`src/rtl/peak_limiter_pkg.sv`:
```
// Package: shared types and constants for the peak limiter.
// Assumes exactly two gain controllers; register offsets are fixed here.
package peak_limiter_pkg;

    localparam int NUM_LIM  = 2;
    localparam int MAP_BASE = 8;

    typedef enum logic [1:0] {
        ASSIGN_NONE = 2'd0,
        ASSIGN_L1   = 2'd1,
        ASSIGN_L2   = 2'd2,
        ASSIGN_OFF  = 2'd3
    } assign_e;

    // Per-controller configuration as written through the register port
    typedef struct packed {
        logic [3:0] atk_rate;
        logic [3:0] rel_rate;
        logic [3:0] atk_code;
        logic [3:0] rel_code;
        logic       atk_ext_en;
        logic [6:0] atk_ext;
        logic       rel_ext_en;
        logic [6:0] rel_ext;
    } lim_cfg_t;

endpackage

```
`src/rtl/plim_regs.sv`:
```
// Register file: holds per-controller step/level settings and channel assignments.
// Assumes ADDR_W >= 4 and NUM_CH <= 8; writes take effect on the next clock.
module plim_regs
    import peak_limiter_pkg::*;
#(
    parameter int NUM_CH = 4,
    parameter int ADDR_W = 4
) (
    input  logic                         clk,
    input  logic                         rst_n,
    input  logic                         we,
    input  logic [ADDR_W-1:0]            addr,
    input  logic [7:0]                   wdata,
    output lim_cfg_t [NUM_LIM-1:0]       cfg_o,
    output logic [NUM_CH-1:0][1:0]       map_o
);

    logic                lim_hit;
    logic                map_hit;
    logic [ADDR_W-1:0]   map_idx;

    // Decode which register group the address falls in
    always_comb begin
        lim_hit = we && (addr < ADDR_W'(MAP_BASE));
        map_idx = addr - ADDR_W'(MAP_BASE);
        map_hit = we && !lim_hit && (map_idx < ADDR_W'(NUM_CH));
    end

    // Store controller settings; offset bits [1:0] pick the register, bit 2 the controller
    always_ff @(posedge clk) begin
        if (!rst_n) begin
            cfg_o <= '0;
        end else if (lim_hit) begin
            for (int k = 0; k < NUM_LIM; k++) begin
                if (addr[2] == 1'(k)) begin
                    case (addr[1:0])
                        2'd0: begin
                            cfg_o[k].atk_rate <= wdata[7:4];
                            cfg_o[k].rel_rate <= wdata[3:0];
                        end
                        2'd1: begin
                            cfg_o[k].atk_code <= wdata[7:4];
                            cfg_o[k].rel_code <= wdata[3:0];
                        end
                        2'd2: begin
                            cfg_o[k].atk_ext_en <= wdata[7];
                            cfg_o[k].atk_ext    <= wdata[6:0];
                        end
                        default: begin
                            cfg_o[k].rel_ext_en <= wdata[7];
                            cfg_o[k].rel_ext    <= wdata[6:0];
                        end
                    endcase
                end
            end
        end
    end

    // Store channel assignments; reset leaves every channel unassigned
    always_ff @(posedge clk) begin
        if (!rst_n) begin
            map_o <= '0;
        end else if (map_hit) begin
            for (int c = 0; c < NUM_CH; c++) begin
                if (map_idx == ADDR_W'(c)) map_o[c] <= wdata[1:0];
            end
        end
    end

endmodule

```
`src/rtl/plim_peak.sv`:
```
// Peak finder: largest absolute sample among channels assigned to one controller.
// Assumes two's complement samples; the most negative value maps to 2^(IN_W-1).
module plim_peak #(
    parameter int         NUM_CH  = 4,
    parameter int         IN_W    = 18,
    parameter logic [1:0] MY_CODE = 2'd1
) (
    input  logic [NUM_CH-1:0][IN_W-1:0] samples,
    input  logic [NUM_CH-1:0][1:0]      map,
    output logic [IN_W-1:0]             peak
);

    logic [NUM_CH-1:0][IN_W-1:0] mag;

    // Magnitude of each channel, zero when the channel belongs elsewhere
    always_comb begin
        for (int c = 0; c < NUM_CH; c++) begin
            if (map[c] != MY_CODE)       mag[c] = '0;
            else if (samples[c][IN_W-1]) mag[c] = IN_W'(0) - samples[c];
            else                         mag[c] = samples[c];
        end
    end

    // Running maximum across channels
    always_comb begin
        peak = '0;
        for (int c = 0; c < NUM_CH; c++) begin
            if (mag[c] > peak) peak = mag[c];
        end
    end

endmodule

```
`src/rtl/plim_gain.sv`:
```
// Gain controller: attack/release stepping of one Q1.15 gain, once per frame.
// Assumes GAIN_W >= 16 so a step of 2^15 fits; OUT_W >= 6.
module plim_gain
    import peak_limiter_pkg::*;
#(
    parameter int IN_W   = 18,
    parameter int OUT_W  = 16,
    parameter int GAIN_W = 16
) (
    input  logic              clk,
    input  logic              rst_n,
    input  logic              frame,
    input  logic [IN_W-1:0]   peak,
    input  lim_cfg_t          cfg,
    output logic [GAIN_W-1:0] gain
);

    localparam int SUM_W = GAIN_W + 1;
    localparam int THR_W = ((IN_W > OUT_W + 1) ? IN_W : OUT_W + 1) + 1;
    localparam logic [SUM_W-1:0] UNITY = SUM_W'(1) << (GAIN_W - 1);

    logic [THR_W-1:0] atk_lvl, rel_lvl, pk;
    logic [SUM_W-1:0] atk_step, rel_step, g_ext, g_up, g_next;
    logic             atk_hit, rel_hit;

    // Resolve the levels (coarse or extended) and the step sizes
    always_comb begin
        atk_lvl  = cfg.atk_ext_en ? (THR_W'(cfg.atk_ext) << (OUT_W - 6))
                                  : (THR_W'(cfg.atk_code) << (OUT_W - 4));
        rel_lvl  = cfg.rel_ext_en ? (THR_W'(cfg.rel_ext) << (OUT_W - 6))
                                  : (THR_W'(cfg.rel_code) << (OUT_W - 4));
        atk_step = SUM_W'(1) << cfg.atk_rate;
        rel_step = SUM_W'(1) << cfg.rel_rate;
        pk       = THR_W'(peak);
        atk_hit  = pk > atk_lvl;
        rel_hit  = pk < rel_lvl;
    end

    // Next gain: attack wins, then release, else hold
    always_comb begin
        g_ext = SUM_W'(gain);
        g_up  = g_ext + rel_step;
        if (atk_hit)      g_next = (g_ext > atk_step) ? g_ext - atk_step : '0;
        else if (rel_hit) g_next = (g_up >= UNITY) ? UNITY : g_up;
        else              g_next = g_ext;
    end

    // Gain register, updated only on the frame strobe
    always_ff @(posedge clk) begin
        if (!rst_n)     gain <= GAIN_W'(UNITY);
        else if (frame) gain <= g_next[GAIN_W-1:0];
    end

endmodule

```
`src/rtl/plim_apply.sv`:
```
// Channel output stage: scales by the gain with rounding, or passes through, then saturates.
// Assumes gain is Q1.15-style unsigned with GAIN_W-1 fraction bits.
module plim_apply #(
    parameter int IN_W   = 18,
    parameter int OUT_W  = 16,
    parameter int GAIN_W = 16
) (
    input  logic                     clk,
    input  logic                     rst_n,
    input  logic                     frame,
    input  logic                     bypass,
    input  logic signed [IN_W-1:0]   sample,
    input  logic [GAIN_W-1:0]        gain,
    output logic signed [OUT_W-1:0]  result
);

    localparam int FRAC   = GAIN_W - 1;
    localparam int PROD_W = IN_W + GAIN_W + 1;
    localparam logic signed [PROD_W-1:0] HALF = PROD_W'(1) << (FRAC - 1);
    localparam logic signed [PROD_W-1:0] MAXV = (PROD_W'(1) << (OUT_W - 1)) - PROD_W'(1);
    localparam logic signed [PROD_W-1:0] MINV = -(PROD_W'(1) << (OUT_W - 1));

    logic signed [PROD_W-1:0] prod, rnd, val;
    logic signed [OUT_W-1:0]  sat;

    // Multiply, round half up, choose pass-through, then clamp
    always_comb begin
        prod = sample * $signed({1'b0, gain});
        rnd  = (prod + HALF) >>> FRAC;
        val  = bypass ? {{(PROD_W-IN_W){sample[IN_W-1]}}, sample} : rnd;
        if (val > MAXV)      sat = MAXV[OUT_W-1:0];
        else if (val < MINV) sat = MINV[OUT_W-1:0];
        else                 sat = val[OUT_W-1:0];
    end

    // Output register loaded on each frame
    always_ff @(posedge clk) begin
        if (!rst_n)     result <= '0;
        else if (frame) result <= sat;
    end

endmodule

```
`src/rtl/peak_limiter.sv`:
```
// Top: two peak-driven gain controllers shared by NUM_CH channels plus register file.
// Assumes samples arrive in parallel with a one-cycle frame strobe; output one cycle later.
module peak_limiter
    import peak_limiter_pkg::*;
#(
    parameter int NUM_CH = 4,
    parameter int IN_W   = 18,
    parameter int OUT_W  = 16,
    parameter int GAIN_W = 16,
    parameter int ADDR_W = 4
) (
    input  logic                        clk,
    input  logic                        rst_n,
    input  logic                        reg_we,
    input  logic [ADDR_W-1:0]           reg_addr,
    input  logic [7:0]                  reg_wdata,
    input  logic                        frame_valid,
    input  logic [NUM_CH*IN_W-1:0]      in_samples,
    output logic                        out_valid,
    output logic [NUM_CH*OUT_W-1:0]     out_samples,
    output logic [NUM_LIM*GAIN_W-1:0]   lim_gain
);

    lim_cfg_t [NUM_LIM-1:0]            cfg;
    logic [NUM_CH-1:0][1:0]            map;
    logic [NUM_CH-1:0][IN_W-1:0]       smp;
    logic [NUM_LIM-1:0][GAIN_W-1:0]    gains;

    assign smp      = in_samples;
    assign lim_gain = gains;

    plim_regs #(.NUM_CH(NUM_CH), .ADDR_W(ADDR_W)) regs_i (
        .clk(clk), .rst_n(rst_n), .we(reg_we), .addr(reg_addr),
        .wdata(reg_wdata), .cfg_o(cfg), .map_o(map)
    );

    for (genvar k = 0; k < NUM_LIM; k++) begin : g_lim
        logic [IN_W-1:0] peak;

        plim_peak #(.NUM_CH(NUM_CH), .IN_W(IN_W), .MY_CODE(2'(k + 1))) peak_i (
            .samples(smp), .map(map), .peak(peak)
        );

        plim_gain #(.IN_W(IN_W), .OUT_W(OUT_W), .GAIN_W(GAIN_W)) gain_i (
            .clk(clk), .rst_n(rst_n), .frame(frame_valid),
            .peak(peak), .cfg(cfg[k]), .gain(gains[k])
        );
    end

    for (genvar c = 0; c < NUM_CH; c++) begin : g_ch
        logic              byp;
        logic [GAIN_W-1:0] gsel;

        // Route the assigned controller's gain to this channel
        always_comb begin
            case (assign_e'(map[c]))
                ASSIGN_L1: begin byp = 1'b0; gsel = gains[0]; end
                ASSIGN_L2: begin byp = 1'b0; gsel = gains[1]; end
                default:   begin byp = 1'b1; gsel = '0;       end
            endcase
        end

        plim_apply #(.IN_W(IN_W), .OUT_W(OUT_W), .GAIN_W(GAIN_W)) apply_i (
            .clk(clk), .rst_n(rst_n), .frame(frame_valid), .bypass(byp),
            .sample(smp[c]), .gain(gsel), .result(out_samples[c*OUT_W +: OUT_W])
        );
    end

    // Output valid follows the frame strobe by one cycle
    always_ff @(posedge clk) begin
        if (!rst_n) out_valid <= 1'b0;
        else        out_valid <= frame_valid;
    end

endmodule

```
`config.mk`:
```
export PLATFORM = sky130hd
export DESIGN_NAME = peak_limiter
export DESIGN_NICKNAME = d
export VERILOG_FILES = /design/src/rtl/peak_limiter_pkg.sv /design/src/rtl/plim_regs.sv /design/src/rtl/plim_peak.sv /design/src/rtl/plim_gain.sv /design/src/rtl/plim_apply.sv /design/src/rtl/peak_limiter.sv
export SDC_FILE = /design/constraint.sdc
export NUM_CORES = 2
export LEC_CHECK = 0
export BUFFER_PORTS_ARGS = -buffer_cell sky130_fd_sc_hd__buf_2
export CAP_MARGIN = 20
export CELL_PAD_IN_SITES_DETAIL_PLACEMENT = 1
export CELL_PAD_IN_SITES_GLOBAL_PLACEMENT = 2
export CORE_UTILIZATION = 44
export CTS_CLUSTER_SIZE = 25
export DETAILED_ROUTE_END_ITERATION = 10
export PLACE_DENSITY_LB_ADDON = 0.2
export SLEW_MARGIN = 0
export SYNTH_ARGS = -nofsm -noshare
export SYNTH_HDL_FRONTEND = slang
export SYNTH_SLANG_ARGS = --single-unit
export TNS_END_PERCENT = 5
```
`constraint.sdc`:
```
create_clock -name clk -period 17.9 [get_ports clk]
set_input_delay 0 -clock clk [delete_from_list [all_inputs] [get_ports clk]]
set_output_delay 0 -clock clk [all_outputs]
set_load 0.005 [all_outputs]
```
# Yosys cells after proc, flatten, opt, wreduce, memory -nomap -nowiden
# Cells that the tools add are included.
word_totals:
  inputBits: 88
  out_inout_bits: 97
  regBits: 169
classes:
  shifts: 4
  eq_ne: 21
  n_addsub: 13
  multipliers: 4
  n_reduce_logical: 27
  magnitude_cmp: 26
  bitwise: 2
  n_mux: 48
ops:
  columns: ["operator", "count"]
  rows:
  - ["18-bit two-way mux", 20]
  - ["16-bit two-way mux", 16]
  - ["35-bit by 16-bit adder with 35-bit output (second input constant)", 4]
  - ["35-bit by 16-bit greater-than comparator with 1-bit output (second input constant)", 4]
  - ["35-bit by 16-bit less-than comparator with 1-bit output (second input constant)", 4]
  - ["18-bit by 17-bit multiplier with 35-bit output", 4]
  - ["35-bit two-way mux", 4]
  - ["16-bit one-hot mux with 2 select lines", 4]
  - ["18-bit greater-than comparator", 6]
  - ["1-bit by 18-bit subtractor with 18-bit output (first input constant)", 4]
  - ["17-bit two-way mux", 4]
  - ["1-bit by 4-bit left shift with 17-bit output (first input constant)", 4]
  - ["18-bit by 19-bit greater-than comparator with 1-bit output", 2]
  - ["18-bit by 19-bit less-than comparator with 1-bit output", 2]
  - ["18-bit by 1-bit greater-than comparator with 1-bit output (second input constant)", 2]
  - ["16-bit by 17-bit adder with 17-bit output", 2]
  - ["17-bit by 16-bit greater-or-equal comparator with 1-bit output (second input constant)", 2]
  - ["16-bit by 17-bit greater-than comparator with 1-bit output", 2]
  - ["16-bit subtractor", 2]
  - ["3-bit AND reduction", 8]
  - ["2-bit AND reduction", 6]
  - ["2-bit by 1-bit equality test with 1-bit output (second input constant)", 5]
  - ["2-bit equality test (second input constant)", 5]
  - ["4-bit by 2-bit equality test with 1-bit output (second input constant)", 2]
  - ["14 further kinds", 27]

# Longest topological paths before layout
depth:
  ltp_word: 14
  depth_mapped: 54
  ltp_nobuf: 45

# Hierarchy
# Synthesis repeated with hierarchy kept, for this count alone.
unflattened:
  hier_cells: 7999
  area_unflattened_um2: 67244.5
modules_own_cells:
  columns: ["mod", "area_per_inst_um2", "cells_per_inst", "n_inst", "seq_area_each_um2"]
  rows:
  - ["plim_apply (g_ch[0].apply_i)", 12517.0, 1429, 1, 320.3]
  - ["plim_apply (g_ch[3].apply_i)", 12285.5, 1416, 1, 320.3]
  - ["plim_apply (g_ch[2].apply_i)", 12276.8, 1417, 1, 320.3]
  - ["plim_apply (g_ch[1].apply_i)", 12219.2, 1383, 1, 320.3]
  - ["plim_gain", 3036.7, 395, 2, 320.3]
  - ["plim_peak (g_lim[0].peak_i)", 4219.0, 574, 1, 0.0]
  - ["plim_peak (g_lim[1].peak_i)", 3803.6, 562, 1, 0.0]
  - ["plim_regs", 2675.1, 258, 1, 1441.4]
  - ["peak_limiter", 1174.9, 170, 1, 20.0]

# Least setup slack after synthesis
# Ideal clock, no wire load.
synth_path:
  kind: "input-to-reg"
  startpoint: "input port in_samples[26]"
  endpoint: "register g_lim[1].gain_i.gain[14]"
  stages: 48
  setup_slack_ps: 7951
  t_required_ps: 17830
  arrival_ps: 9879
  cell_sequence: "buf_6 > or4_4 > nor4_1 > nand4_1 > or2_2 > o21ai_0 > xnor2_1 > nand2_1 > inv_1 > ha_1 > nand4_1 > nor3_1 > o21ai_0 > a21oi_2 > clkbuf_1 > nand2_1 > o21a_1 > ha_1 > [... 12 more ...] > nor4_1 > a2111oi_0 > a21o_1 > clkbuf_1 > mux2i_1 > ha_1 > a21o_1 > a21oi_1 > o21ai_0 > a221o_1 > and4_1 > a31oi_1 > a41oi_1 > or4_1 > buf_2 > buf_6 > o22a_1 > a21oi_1"
synth_between:
  elab_chain_len: 12
  elab_cells_between_ends: 14
  cone_classes: "add/sub (1); order compare (5); mux (6); reduce/logical (2)"
synth_lines:
  columns: ["item", "line", "rtl"]
  rows:
  - ["start: declaration", "peak_limiter.sv:18", "input logic [NUM_CH*IN_W-1:0] in_samples,"]
  - ["1-bit by 18-bit subtractor with 18-bit output", "plim_peak.sv:19", "else if (samples[c][IN_W-1]) mag[c] = IN_W'(0) - samples[c];"]
  - ["18-bit two-way mux (*)", "plim_peak.sv:19", null]
  - ["18-bit two-way mux (*)", "plim_peak.sv:18", "if (map[c] != MY_CODE) mag[c] = '0;"]
  - ["18-bit greater-than comparator", "plim_peak.sv:28", "if (mag[c] > peak) peak = mag[c];"]
  - ["18-bit two-way mux (*)", "plim_peak.sv:28", null]
  - ["18-bit greater-than comparator", "plim_peak.sv:28", null]
  - ["18-bit two-way mux (*)", "plim_peak.sv:28", null]
  - ["18-bit greater-than comparator", "plim_peak.sv:28", null]
  - ["18-bit two-way mux (*)", "plim_peak.sv:28", null]
  - ["18-bit by 19-bit less-than comparator with 1-bit output / 18-bit by 19-bit greater-than comparator with 1-bit output (equally long branches)", "plim_gain.sv:36, plim_gain.sv:35", null]
  - ["2-bit nonzero test (no line)", null, null]
  - ["2-bit AND reduction (no line)", null, null]
  - ["end signal: assignment", "plim_gain.sv:50", "if (!rst_n) gain <= GAIN_W'(UNITY);"]
  - ["end signal: assignment", "plim_gain.sv:51", "else if (frame) gain <= g_next[GAIN_W-1:0];"]
  - ["end: declaration", "plim_gain.sv:15", "output logic [GAIN_W-1:0] gain"]
# Every way passes the cells marked *; elsewhere a longest branch is shown, timed or not.
# A chain may end at the register's enable or synchronous reset.

# Worst setup path after layout
layout_path:
  startpoint: "input port in_samples[26]"
  endpoint: "register g_lim[1].gain_i.gain[4]"
# The elaborated chain is that of the path after synthesis.

==> results by group <==
Status
  • Run status: finished, final reports clean

Synthesis
  • Syn avg cell area: 8.474 sq um
  • Syn. warnings: 0
  • Syn Inst Count: 7245
  • Mapped Nets: 9115
  • Asr flop ratio synth: 0%
  • #FFs+latches synth: 169
  • Ys flop type: dfxtp_1
  • Sequential share of the synthesized area: 5.511%
  • Netlist cell types: 89
  • Mapped Area: 0.06139 sq mm
  • Number of synthesized flops with an enable pin: 0

STA
  • RSZ-0062 raised after global routing: false
  • Max Slew Vio Count: 0
  • WHS: 0.07183 ns
  • Max frequency: 85.37 MHz
  • Slew headroom: 30.17%
  • Final Cycle Share: 65.44%
  • Clock skew: 0.02486 ns
  • Slew @ Worst Pin: 1.047 ns
  • Setup TNS: 0 ns
  • Endpoints failing setup: 0
  • Fin crit period: 11.71 ns
  • Fin. Hold Viols: 0

Placed design
  • Gpl congestion: 0.9210
  • Port Buffers: 184
  • DP HPWL: 166.1 mm

Critical path
  • Slowest cell on the critical path: or4_1
  • WS Path Type: input port to flip-flop
  • R2R cell count: 38
  • Critical R2R Capture: g_lim[1].gain_i.gain[4]
  • Flop2flop setup slack: 6.81 ns
  • Worst EP required: 18.36 ns
  • CP max stage delay: 0.80 ns
  • Crit end category: flip-flop
  • Crit path arrival time: 12.17 ns
  • Critical R2R Launch: regs_i.map_o[3]
  • Startpoint types: input port
  • Crit-path max FO: 35

Final layout
  • Share of layout cells above drive strength 1: 5.300%
  • P&R area growth vs syn: 5.598%
  • Nets: 9064
  • Most frequent cells in the layout: 1366 x inv_1, 1172 x fa_1, 891 x nand2_1
  • Most common cell after layout, fill and taps aside: inv_1

Global routing
  • Initial antenna violation count: 14
  • Largest net degree at the start of global routing: 105
  • Global-route wire length before repair: 319.4 mm
  • GR Util All Layers: 29.59%
  • GRT overflow: 0
  • Vias in the first global route: 54470

Clock network
  • Clk_lat worst skew: 0.54 ns
  • TritonCTS clock tree: done
  • Postcts setup bufs: 0
  • Cells resized by post-CTS repair: 0
  • Reg clk slew, reported paths: 0.09 ns
  • CTS Hold Bufs: 13
  • CTS Buffer Depth: 2
  • H-tree levels: 4
  • Clock Sinks: 169
  • CTS root buf: clkbuf_16
  • Total CTS buffers: 17

Worst hold path
  • Hold Crit Endpoint: g_ch[2].apply_i.result[1]
  • Hold Crit Start: in_samples[37]
  • Hold WC Path Type: input port to flip-flop
  • Hold path cells: 5

Die
  • Die X: 375.5 um
  • DIE AREA: 0.1410 sq mm
  • Site Rows: 136
  • I/O pin cnt: 185
  • Core area: 0.1380 sq mm
  • Die height: 375.5 um
  • Initial Util: 44.49%

Power and ir drop
  • Worst ir drop on vdd: 0.06943 mV
  • Pwr/cell area: 33.58 mW/mm^2
  • Leak: 30.10 nW

Drt
  • Iteration count of the initial detailed-routing pass: 5
  • DR vias/cell: 5.454
  • Vias: 49510
  • Final wirelength: 204.0 mm
  • Residual DRC: 0
  • Wire length per cell: 22.48 um
  • Initial DRC Count: 2609
  • Final ANT Viol Nets: 0

Run
  • Max-capacitance violation count: 0
## through the flow
step	util, %	total power [mW]	worst slack (ns)	instances	area [sq um]
final	46.98	2.177	6.187	9077	64830
after global routing	46.97	2.297	5.249	9074	64820
after CTS	46.92	2.170	6.223	9063	64750
after detailed placement	46.38	1.742	5.712	9018	64010
after global placement	46.36	1.701	5.910	9015	63980
after floorplan	-	1.261	7.951	7245	61390
## cells by family after synthesis
kind of cell | share of synthesized area [%]
xor+xnor | 2.967
flops | 5.511
fa+ha+maj | 50.65
compound gates | 10.27
buf+inv | 10.71
simple gates | 17.88
mux | 2.020
## area by class of cell
| cell class | count | area (sq um) |
|---|---|---|
| Fill cell | 16450 | 73170 |
| Sequential cell | 169 | 3383 |
| Inverter | 1371 | 5146 |
| Tap cell | 1863 | 2331 |
| Clock inverter | 15 | 192.7 |
| Antenna cell | 7 | 17.52 |
| Timing Repair Buffer | 302 | 1859 |
| Clock buffer | 17 | 425.4 |
| Multi-Input combinational cell | 5333 | 51480 |
## flip-flops by register name (all words and copies together) (netlist names)
register / flops
g_ch.apply_i.result: 64
regs_i.cfg_o: 64
g_lim.gain_i.gain: 32
regs_i.map_o: 8
out_valid: 1
## worst max path at each step
stage / startpoint / end / slack (ns)
floorplan: in_samples[26] / g_lim[1].gain_i.gain[14] / 7.95
global placement: in_samples[26] / g_lim[1].gain_i.gain[4] / 5.91
detailed placement: in_samples[26] / g_lim[1].gain_i.gain[4] / 5.71
CTS: in_samples[26] / g_lim[1].gain_i.gain[4] / 6.22
global route: in_samples[26] / g_lim[1].gain_i.gain[4] / 5.25
finish: in_samples[26] / g_lim[1].gain_i.gain[4] / 6.19
## synthesized netlist by cell type (all sizes together) (43+ instances only)
library cell	instances	area share [%]
nor2	241	1.5
dfxtp	169	5.5
a21oi	256	2.1
and2	486	5.0
nand2	891	5.4
nand2b	43	0.44
nor2b	141	1.4
clkbuf	334	2.0
inv	1367	8.4
xnor2	135	1.9
nor3	174	1.4
a21o	94	1.1
o21ai	257	2.1
fa	1172	38
xor2	73	1.0
ha	610	12
nand3	70	0.57
a22oi	76	0.93
mux2i	107	1.7
## power by group
group	switching [mW]	internal, mW
Clock	0.217	0.202
Sequential	0.0710	0.415
Combinational	0.820	0.452
Total	1.11	1.07
## worst max-delay path: cells and delay by family
family	cells	cell delay [ns]
AND/OR/NAND/NOR	13	4.02
XOR/XNOR	1	0.21
AO/OA/AOI/OAI	20	5.34
buffers and inverters	4	1.12
multiplexers	1	0.34
adder cells (fa/ha/maj)	4	1.08
## routing by layer
metal / share of wire, % / vias to the layer above / track usage, %
met3: 3.4 / 271 / 2.722
met1: 43 / 25730 / 38.23
met5: 0.033 / - / 0
met2: 50 / 838 / 51.78
met4: 3.4 / 12 / 9.850
li1: - / 22660 / -
Power figures use the tool's default switching activity.
